### src/rtl/cmpg_pkg.sv
package cmpg_pkg;
  localparam int REG_W    = 16;
  localparam int N_GPIO   = 16;
  localparam int NUM_REGS = 11;

  // word index = byte offset / 4
  localparam int RID_MODE = 0;
  localparam int RID_CDET = 1;
  localparam int RID_STAT = 2;
  localparam int RID_PWR  = 3;
  localparam int RID_CCTL = 4;
  localparam int RID_IREQ = 5;
  localparam int RID_IMSK = 6;
  localparam int RID_ISTS = 7;
  localparam int RID_GDIR = 8;
  localparam int RID_GLVL = 9;
  localparam int RID_GRDB = 10;

  localparam logic [REG_W-1:0] STAT_RST  = 16'h0002;
  localparam int               PWR_TRIG  = 7;
  localparam logic [REG_W-1:0] PWR_FORCE = 16'h8040;

  typedef enum logic {REG_PLAIN, REG_POWER} reg_kind_e;

  function automatic bit is_stored(int id);
    return !(id == RID_STAT || id == RID_GDIR || id == RID_GLVL);
  endfunction
endpackage

### src/rtl/cmpg_addr_dec.sv
module cmpg_addr_dec #(
  parameter int ADDR_W   = 12,
  parameter int NUM_REGS = 11
) (
  input  logic [ADDR_W-1:0]   addr_i,
  output logic [NUM_REGS-1:0] sel_o,
  output logic                hit_o
);
  localparam int WORD_W = ADDR_W - 2;

  logic [WORD_W-1:0] word;
  assign word  = addr_i[ADDR_W-1:2];
  assign hit_o = (addr_i[1:0] == 2'b00) && (int'(word) < NUM_REGS);

  for (genvar i = 0; i < NUM_REGS; i++) begin : g_sel
    assign sel_o[i] = hit_o && (int'(word) == i);
  end
endmodule

### src/rtl/cmpg_ctl_reg.sv
module cmpg_ctl_reg
  import cmpg_pkg::*;
#(
  parameter int        W    = 16,
  parameter reg_kind_e KIND = REG_PLAIN
) (
  input  logic         clk_i,
  input  logic         rst_ni,
  input  logic         we_i,
  input  logic [W-1:0] wd_i,
  output logic [W-1:0] q_o
);
  logic [W-1:0] nxt;

  if (KIND == REG_POWER) begin : g_pwr
    always_comb begin
      nxt = wd_i;
      if (wd_i[PWR_TRIG]) nxt = wd_i | W'(PWR_FORCE);
    end
  end else begin : g_plain
    assign nxt = wd_i;
  end

  always_ff @(posedge clk_i or negedge rst_ni) begin
    if (!rst_ni)   q_o <= '0;
    else if (we_i) q_o <= nxt;
  end

  if (KIND == REG_POWER) begin : g_pwr_chk
    AST_PWR_FORCE: assert property (@(posedge clk_i) disable iff (!rst_ni)
      (we_i && wd_i[PWR_TRIG]) |=> (q_o[15] && q_o[6] && q_o[PWR_TRIG]));
  end
endmodule

### src/rtl/cmpg_gpio_bank.sv
module cmpg_gpio_bank #(
  parameter int N = 16
) (
  input  logic         clk_i,
  input  logic         rst_ni,
  input  logic         dir_we_i,
  input  logic         lvl_we_i,
  input  logic [N-1:0] wd_i,
  input  logic [N-1:0] ext_stb_i,
  input  logic [N-1:0] ext_val_i,
  output logic [N-1:0] dir_o,
  output logic [N-1:0] lvl_o,
  output logic [N-1:0] out_o,
  output logic [N-1:0] chg_o
);
  logic         upd_pend;
  logic [N-1:0] drv;

  always_ff @(posedge clk_i or negedge rst_ni) begin
    if (!rst_ni)       dir_o <= '0;
    else if (dir_we_i) dir_o <= wd_i;
  end

  // bus write wins over line events
  for (genvar k = 0; k < N; k++) begin : g_lvl
    always_ff @(posedge clk_i or negedge rst_ni) begin
      if (!rst_ni)           lvl_o[k] <= 1'b0;
      else if (lvl_we_i)     lvl_o[k] <= wd_i[k] & dir_o[k];
      else if (ext_stb_i[k]) lvl_o[k] <= ext_val_i[k];
    end
  end

  always_ff @(posedge clk_i or negedge rst_ni) begin
    if (!rst_ni) upd_pend <= 1'b0;
    else         upd_pend <= dir_we_i | lvl_we_i;
  end

  assign drv = lvl_o & dir_o;

  always_ff @(posedge clk_i or negedge rst_ni) begin
    if (!rst_ni) begin
      out_o <= '0;
      chg_o <= '0;
    end else if (upd_pend) begin
      out_o <= drv;
      chg_o <= drv ^ out_o;
    end else begin
      chg_o <= '0;
    end
  end

  AST_OUT_HOLD: assert property (@(posedge clk_i) disable iff (!rst_ni)
    !$past(upd_pend) |-> $stable(out_o));
  AST_CHG_IDLE: assert property (@(posedge clk_i) disable iff (!rst_ni)
    !$past(upd_pend) |-> (chg_o == '0));
  AST_CHG_MATCH: assert property (@(posedge clk_i) disable iff (!rst_ni)
    $past(upd_pend) |-> (chg_o == (out_o ^ $past(out_o))));
  AST_LVL_MASKED: assert property (@(posedge clk_i) disable iff (!rst_ni)
    lvl_we_i |=> ((lvl_o & ~$past(dir_o)) == '0));
endmodule

### src/rtl/cmpg_top.sv
module cmpg_top
  import cmpg_pkg::*;
#(
  parameter int ADDR_W = 12,
  parameter int BUS_W  = 32
) (
  input  logic              clk_i,
  input  logic              rst_ni,
  input  logic [ADDR_W-1:0] addr_i,
  input  logic              wr_en_i,
  input  logic [BUS_W-1:0]  wr_data_i,
  output logic [REG_W-1:0]  rd_data_o,
  input  logic [N_GPIO-1:0] ext_stb_i,
  input  logic [N_GPIO-1:0] ext_val_i,
  output logic [N_GPIO-1:0] gpio_o,
  output logic [N_GPIO-1:0] gpio_chg_o
);
  logic [NUM_REGS-1:0] sel;
  logic                hit;
  logic [REG_W-1:0]    wd;
  logic [REG_W-1:0]    reg_q [NUM_REGS];
  logic [N_GPIO-1:0]   dir_q, lvl_q;
  logic                unused_wd;

  assign wd        = wr_data_i[REG_W-1:0];
  assign unused_wd = ^wr_data_i[BUS_W-1:REG_W];

  cmpg_addr_dec #(.ADDR_W(ADDR_W), .NUM_REGS(NUM_REGS)) u_dec (
    .addr_i (addr_i),
    .sel_o  (sel),
    .hit_o  (hit)
  );

  for (genvar i = 0; i < NUM_REGS; i++) begin : g_reg
    if (is_stored(i)) begin : g_st
      cmpg_ctl_reg #(
        .W    (REG_W),
        .KIND ((i == RID_PWR) ? REG_POWER : REG_PLAIN)
      ) u_reg (
        .clk_i  (clk_i),
        .rst_ni (rst_ni),
        .we_i   (wr_en_i && sel[i]),
        .wd_i   (wd),
        .q_o    (reg_q[i])
      );
    end else if (i == RID_STAT) begin : g_stat
      assign reg_q[i] = STAT_RST;
    end else if (i == RID_GDIR) begin : g_dir
      assign reg_q[i] = REG_W'(dir_q);
    end else begin : g_lvl
      assign reg_q[i] = REG_W'(lvl_q);
    end
  end

  cmpg_gpio_bank #(.N(N_GPIO)) u_gpio (
    .clk_i     (clk_i),
    .rst_ni    (rst_ni),
    .dir_we_i  (wr_en_i && sel[RID_GDIR]),
    .lvl_we_i  (wr_en_i && sel[RID_GLVL]),
    .wd_i      (wd[N_GPIO-1:0]),
    .ext_stb_i (ext_stb_i),
    .ext_val_i (ext_val_i),
    .dir_o     (dir_q),
    .lvl_o     (lvl_q),
    .out_o     (gpio_o),
    .chg_o     (gpio_chg_o)
  );

  always_comb begin
    rd_data_o = '0;
    for (int i = 0; i < NUM_REGS; i++)
      if (sel[i]) rd_data_o = rd_data_o | reg_q[i];
  end

  AST_SEL_ONEHOT: assert property (@(posedge clk_i) disable iff (!rst_ni)
    $onehot0(sel));
  AST_UNDEF_RD_ZERO: assert property (@(posedge clk_i) disable iff (!rst_ni)
    !hit |-> (rd_data_o == '0));
  AST_STAT_RD: assert property (@(posedge clk_i) disable iff (!rst_ni)
    sel[RID_STAT] |-> (rd_data_o == STAT_RST));
endmodule

### config.mk
export PLATFORM = sky130hd
export DESIGN_NAME = cmpg_top
export DESIGN_NICKNAME = d
export VERILOG_FILES = /design/src/rtl/cmpg_pkg.sv /design/src/rtl/cmpg_addr_dec.sv /design/src/rtl/cmpg_ctl_reg.sv /design/src/rtl/cmpg_gpio_bank.sv /design/src/rtl/cmpg_top.sv
export SDC_FILE = /design/constraint.sdc
export NUM_CORES = 1
export LEC_CHECK = 0
export ABC_CLOCK_PERIOD_IN_PS = 6020
export BUFFER_PORTS_ARGS = -buffer_cell sky130_fd_sc_hd__buf_2
export CAP_MARGIN = 10
export CORE_AREA = 2 2 135 137
export CTS_BUF_LIST = sky130_fd_sc_hd__clkbuf_4 sky130_fd_sc_hd__clkbuf_8 sky130_fd_sc_hd__clkbuf_16
export DETAILED_ROUTE_END_ITERATION = 7
export DIE_AREA = 0 0 137 139
export GPL_TIMING_DRIVEN = 0
export HOLD_SLACK_MARGIN = 0.02
export PLACE_DENSITY = 0.73
export REMOVE_ABC_BUFFERS = 1
export SYNTH_ARGS = -nofsm -noshare
export SYNTH_HDL_FRONTEND = slang
export SYNTH_SLANG_ARGS = --single-unit
### constraint.sdc
create_clock -name clk_i -period 6.02 [get_ports clk_i]
set_input_delay 1.505 -clock clk_i [delete_from_list [all_inputs] [get_ports clk_i]]
set_output_delay 1.505 -clock clk_i [all_outputs]
set_load 0.005 [all_outputs]
==> results.rst <==
.. list-table::
   :header-rows: 1

   * - Metric
     - Value
   * - Status
     - finished clean
   * - Portion of synthesized cell area occupied by the leading cell type
     - 53.6%
   * - Average via count per standard cell
     - 5.90
   * - Power density over the cells
     - 242 nW/um^2
   * - Area of the placeable core
     - 17700 sq um
   * - Area share of fa/ha/maj cells after synthesis
     - 0%
   * - Setup crit start kind
     - input port
   * - Min-Delay Path Class
     - reg -> reg
   * - Die area
     - 19000 sq um
   * - Final count of pins violating max slew
     - 0
   * - Sequential element share of the synthesized area
     - 53.6%
   * - Register Area
     - 4830 sq um
   * - Tightest hold margin
     - 0.487 ns
   * - Buffer type at the clock tree root
     - sky130_fd_sc_hd__clkbuf_16
   * - Drt first-iter violations
     - 500
   * - Maximum buffer depth of the clock tree
     - 2
   * - Vias in the first global route
     - 6574
   * - Library cell with the largest summed area after synthesis
     - sky130_fd_sc_hd__dfrtp_1
   * - Crit path max fanout
     - 11
   * - Worst reg2reg path endpoint
     - u_gpio.out_o[11]$_DFFE_PN0P_
   * - Mean routed wirelength per cell
     - 20.9 um
   * - Placed insts
     - 1021
   * - Number of stages on the worst hold path
     - 1
   * - Number of buffers created by CTS
     - 17
   * - Maximum Capacitance Violations
     - 0
   * - Final core utilization
     - 59.1%
   * - Global-route wire length before repair
     - 35.3 mm
   * - DR vias
     - 6229
   * - Number of standard cells after synthesis
     - 729
   * - Leading cell type by number of instances after synthesis
     - sky130_fd_sc_hd__dfrtp_1
   * - Critical path type
     - in -> out
   * - Worst Reg2Reg Path Length in Cells
     - 3
   * - Effective utilization at floorplan
     - 51.0%
   * - I/O Buffers
     - 110
   * - Number of instances resized during post-cts repair
     - 0
   * - Final ANT Viol Nets
     - 0
   * - Area of combinational cells with multiple inputs
     - 3900 sq um
   * - Worst-case vdd ir drop
     - 0.230 mV
   * - Compound-gate portion of the synthesized area
     - 8.65%
   * - Setup skew after layout
     - 0.00706 ns
   * - Share of post-route cells with drive strength above 1
     - 38.8%
   * - Die height
     - 139 um
   * - Setup-violating endpoint count in the final report
     - 0
   * - Post-layout instance count excluding filler cells
     - 1056
   * - Fill count
     - 1397
   * - HPWL after DPL
     - 14.2 mm
   * - Worst Max-Slew Pin Slew
     - 1.29 ns
   * - Cts hold-fix bufs
     - 0
   * - Area grow syn2layout
     - 15.8%
   * - Synthesized area per cell
     - 12.4 sq um
   * - Yosys synthesis warning count
     - 0
   * - Site row count
     - 49
   * - Sort of element at the end of the critical path
     - output port
   * - X dimension of the die
     - 137 um
   * - Post-route cell area
     - 10400 sq um
   * - CTS H-Tree Depth
     - 4
   * - Number of nets in the layout
     - 892
   * - Fraction of registers with async set/reset
     - 100%
   * - Count of flip-flops with a built-in enable after synthesis
     - 0
   * - Setup repair after global routing missed its margin
     - false
   * - Basic-gate share of the synthesized area counting and, or, nand and nor cells
     - 8.46%
   * - Pin count of the biggest net entering global routing
     - 102
   * - Number of distinct standard cells referenced by the synthesized netlist
     - 44
   * - Flip-flop and latch count after synthesis
     - 193
   * - Routed wire length
     - 22.1 mm
   * - Overall Power
     - 2.53 mW
   * - Worst slew margin relative to its limit
     - 13.8%
   * - Post-placement cell area
     - 9810 sq um
   * - Number of search-and-repair iterations in the first detailed-routing pass
     - 5
   * - Leading post-synthesis cells by cell area
     - sky130_fd_sc_hd__dfrtp_1, sky130_fd_sc_hd__mux2_2, sky130_fd_sc_hd__mux2i_1, sky130_fd_sc_hd__nand3_1, sky130_fd_sc_hd__o21ai_0
   * - Number of ports placed on the die boundary
     - 127
   * - Worst-skew pair later-pin latency
     - 0.43 ns
   * - Global route total overflow
     - 0
   * - Static leakage
     - 5.20 nW
   * - Most common flop cell mapped by yosys
     - sky130_fd_sc_hd__dfrtp_1
   * - Hold Violations, Final
     - 0
   * - Final weighted congestion in routability-driven placement
     - 0.772
   * - Initial antenna violation count
     - 6
   * - Required time of the worst setup path
     - 4.51 ns
   * - Clock tree from TritonCTS
     - built
   * - Share of the cycle needed by the critical path after routing
     - 96.0%
   * - Area share of xor/xnor cells in the synthesized design
     - 1.56%
   * - Main combinational cell family by area after synthesis
     - multiplexers
   * - R2r setup slk
     - 4.60 ns
   * - Total number of clock tree sinks
     - 193
   * - Crit Reg-Reg Startpoint
     - u_gpio.upd_pend$_DFF_PN0_
   * - Worst Path Arrival
     - 4.27 ns
   * - Clock transition at the register clock pins on the worst setup and hold paths after CTS
     - 0.07 ns
   * - Total setup buffers inserted after CTS
     - 0
   * - Final period demand of the worst path
     - 5.78 ns
   * - Global Route Usage Sum
     - 24.4%
   * - DRC violations left
     - 0
   * - Summed instance area of the synthesized netlist
     - 9010 sq um
   * - Mux contribution to synthesized area
     - 24.2%
   * - Critical hold path startpoint
     - g_reg[4].g_st.u_reg.q_o[6]$_DFFE_PN0P_
   * - Ranking of synthesized cells by instance count
     - sky130_fd_sc_hd__dfrtp_1, sky130_fd_sc_hd__mux2_2, sky130_fd_sc_hd__nand3_1
   * - Endpoint, Worst Hold
     - g_reg[4].g_st.u_reg.q_o[6]$_DFFE_PN0P_
   * - F_max
     - 0.173 GHz
-- layout by cell type (no fill, tap or decap), types with 4 or more instances in the layout --
master,count
sky130_fd_sc_hd__dfrtp_1,193
sky130_fd_sc_hd__mux2_2,155
sky130_fd_sc_hd__buf_2,109
sky130_fd_sc_hd__nand3_1,45
sky130_fd_sc_hd__o21ai_0,35
sky130_fd_sc_hd__nand2_1,33
sky130_fd_sc_hd__mux2i_1,32
sky130_fd_sc_hd__a22oi_1,21
sky130_fd_sc_hd__inv_1,20
sky130_fd_sc_hd__and2_1,18
sky130_fd_sc_hd__a22o_1,18
sky130_fd_sc_hd__clkbuf_16,17
sky130_fd_sc_hd__xnor2_1,16
sky130_fd_sc_hd__nor2_1,10
sky130_fd_sc_hd__a2bb2oi_1,10
sky130_fd_sc_hd__mux2_1,10
sky130_fd_sc_hd__a21oi_1,7
sky130_fd_sc_hd__a222oi_1,6
sky130_fd_sc_hd__nor3_1,5
sky130_fd_sc_hd__diode_2,4
sky130_fd_sc_hd__o22ai_1,4
sky130_fd_sc_hd__a32oi_1,4
sky130_fd_sc_hd__and3_1,4
sky130_fd_sc_hd__clkinv_2,4
sky130_fd_sc_hd__clkinv_4,4
sky130_fd_sc_hd__buf_8,4
sky130_fd_sc_hd__buf_16,4
-- critical path, cell delays in order --
cell                       delay, ns
sky130_fd_sc_hd__buf_2          0.15
sky130_fd_sc_hd__nor3_2         0.75
sky130_fd_sc_hd__nand3b_1       0.56
sky130_fd_sc_hd__nor3_2         0.65
sky130_fd_sc_hd__buf_6          0.25
sky130_fd_sc_hd__a22oi_1        0.10
sky130_fd_sc_hd__nand3_1        0.18
sky130_fd_sc_hd__buf_2          0.13
-- area by class of cell --
cell class              count  area share (%)
inverters                  20           0.720
flip-flops and latches    193            46.3
repair buffers            121            7.38
well taps                 229            2.75
diodes                      4          0.0959
multi-input cells         460            37.4
clock buffers              19            4.28
clock inverters            10            1.10
-- per-layer routing --
layer / GRT usage, % / vias up / share of wire (%)
li1: - / 2807 / -
met3: 5.26 / 53 / 6.1
met2: 41.4 / 191 / 51
met4: 8.84 / 4 / 2.5
met1: 30.6 / 3174 / 40
met5: 0 / - / 0.12
-- metrics by stage --
step	setup TNS [ns]	setup WS (ns)
floorplan	0	1.19
global placement	-10.81	-0.748
detailed placement	0	0.271
CTS	0	0.260
global route	0	0.0654
finish	0	0.243
-- state kept, by name, summed over array words and instances (netlist names) --
register and count:
g.g_st.u_reg.q_o 128, u_gpio.upd_pend 1, u_gpio.chg_o 16, u_gpio.lvl_o 16
u_gpio.dir_o 16, u_gpio.out_o 16
-- logic make-up (layout without fill, tap and decap cells) --
group / Yosys count / after routing
DFF: 193 / 193
AOI/OAI and AO/OA: 110 / 110
other: 0 / 4
buffers and inverters: 76 / 170
xor gates and xnor gates: 16 / 16
and+or+nand+nor: 137 / 137
muxes: 197 / 197
-- where the power goes --
group	leakage (nW)	switching, mW	internal (mW)
Sequential	2.65	0.0137	1.31
Clock	0.282	0.464	0.619
Combinational	2.27	0.0780	0.0418
Total	5.20	0.556	1.97
-- how the worst max path moves through the flow --
stage / end / start / slack (ns) / cells after the start
after detailed placement: rd_data_o[1] / addr_i[11] / 0.27 / 8
final: rd_data_o[1] / addr_i[11] / 0.24 / 8
after floorplan: rd_data_o[13] / addr_i[11] / 1.19 / 5
after global routing: rd_data_o[0] / addr_i[11] / 0.07 / 8
after global placement: rd_data_o[8] / addr_i[11] / -0.75 / 7
after CTS: rd_data_o[1] / addr_i[11] / 0.26 / 8
No activity file was read; power rests on OpenSTA's default activity.
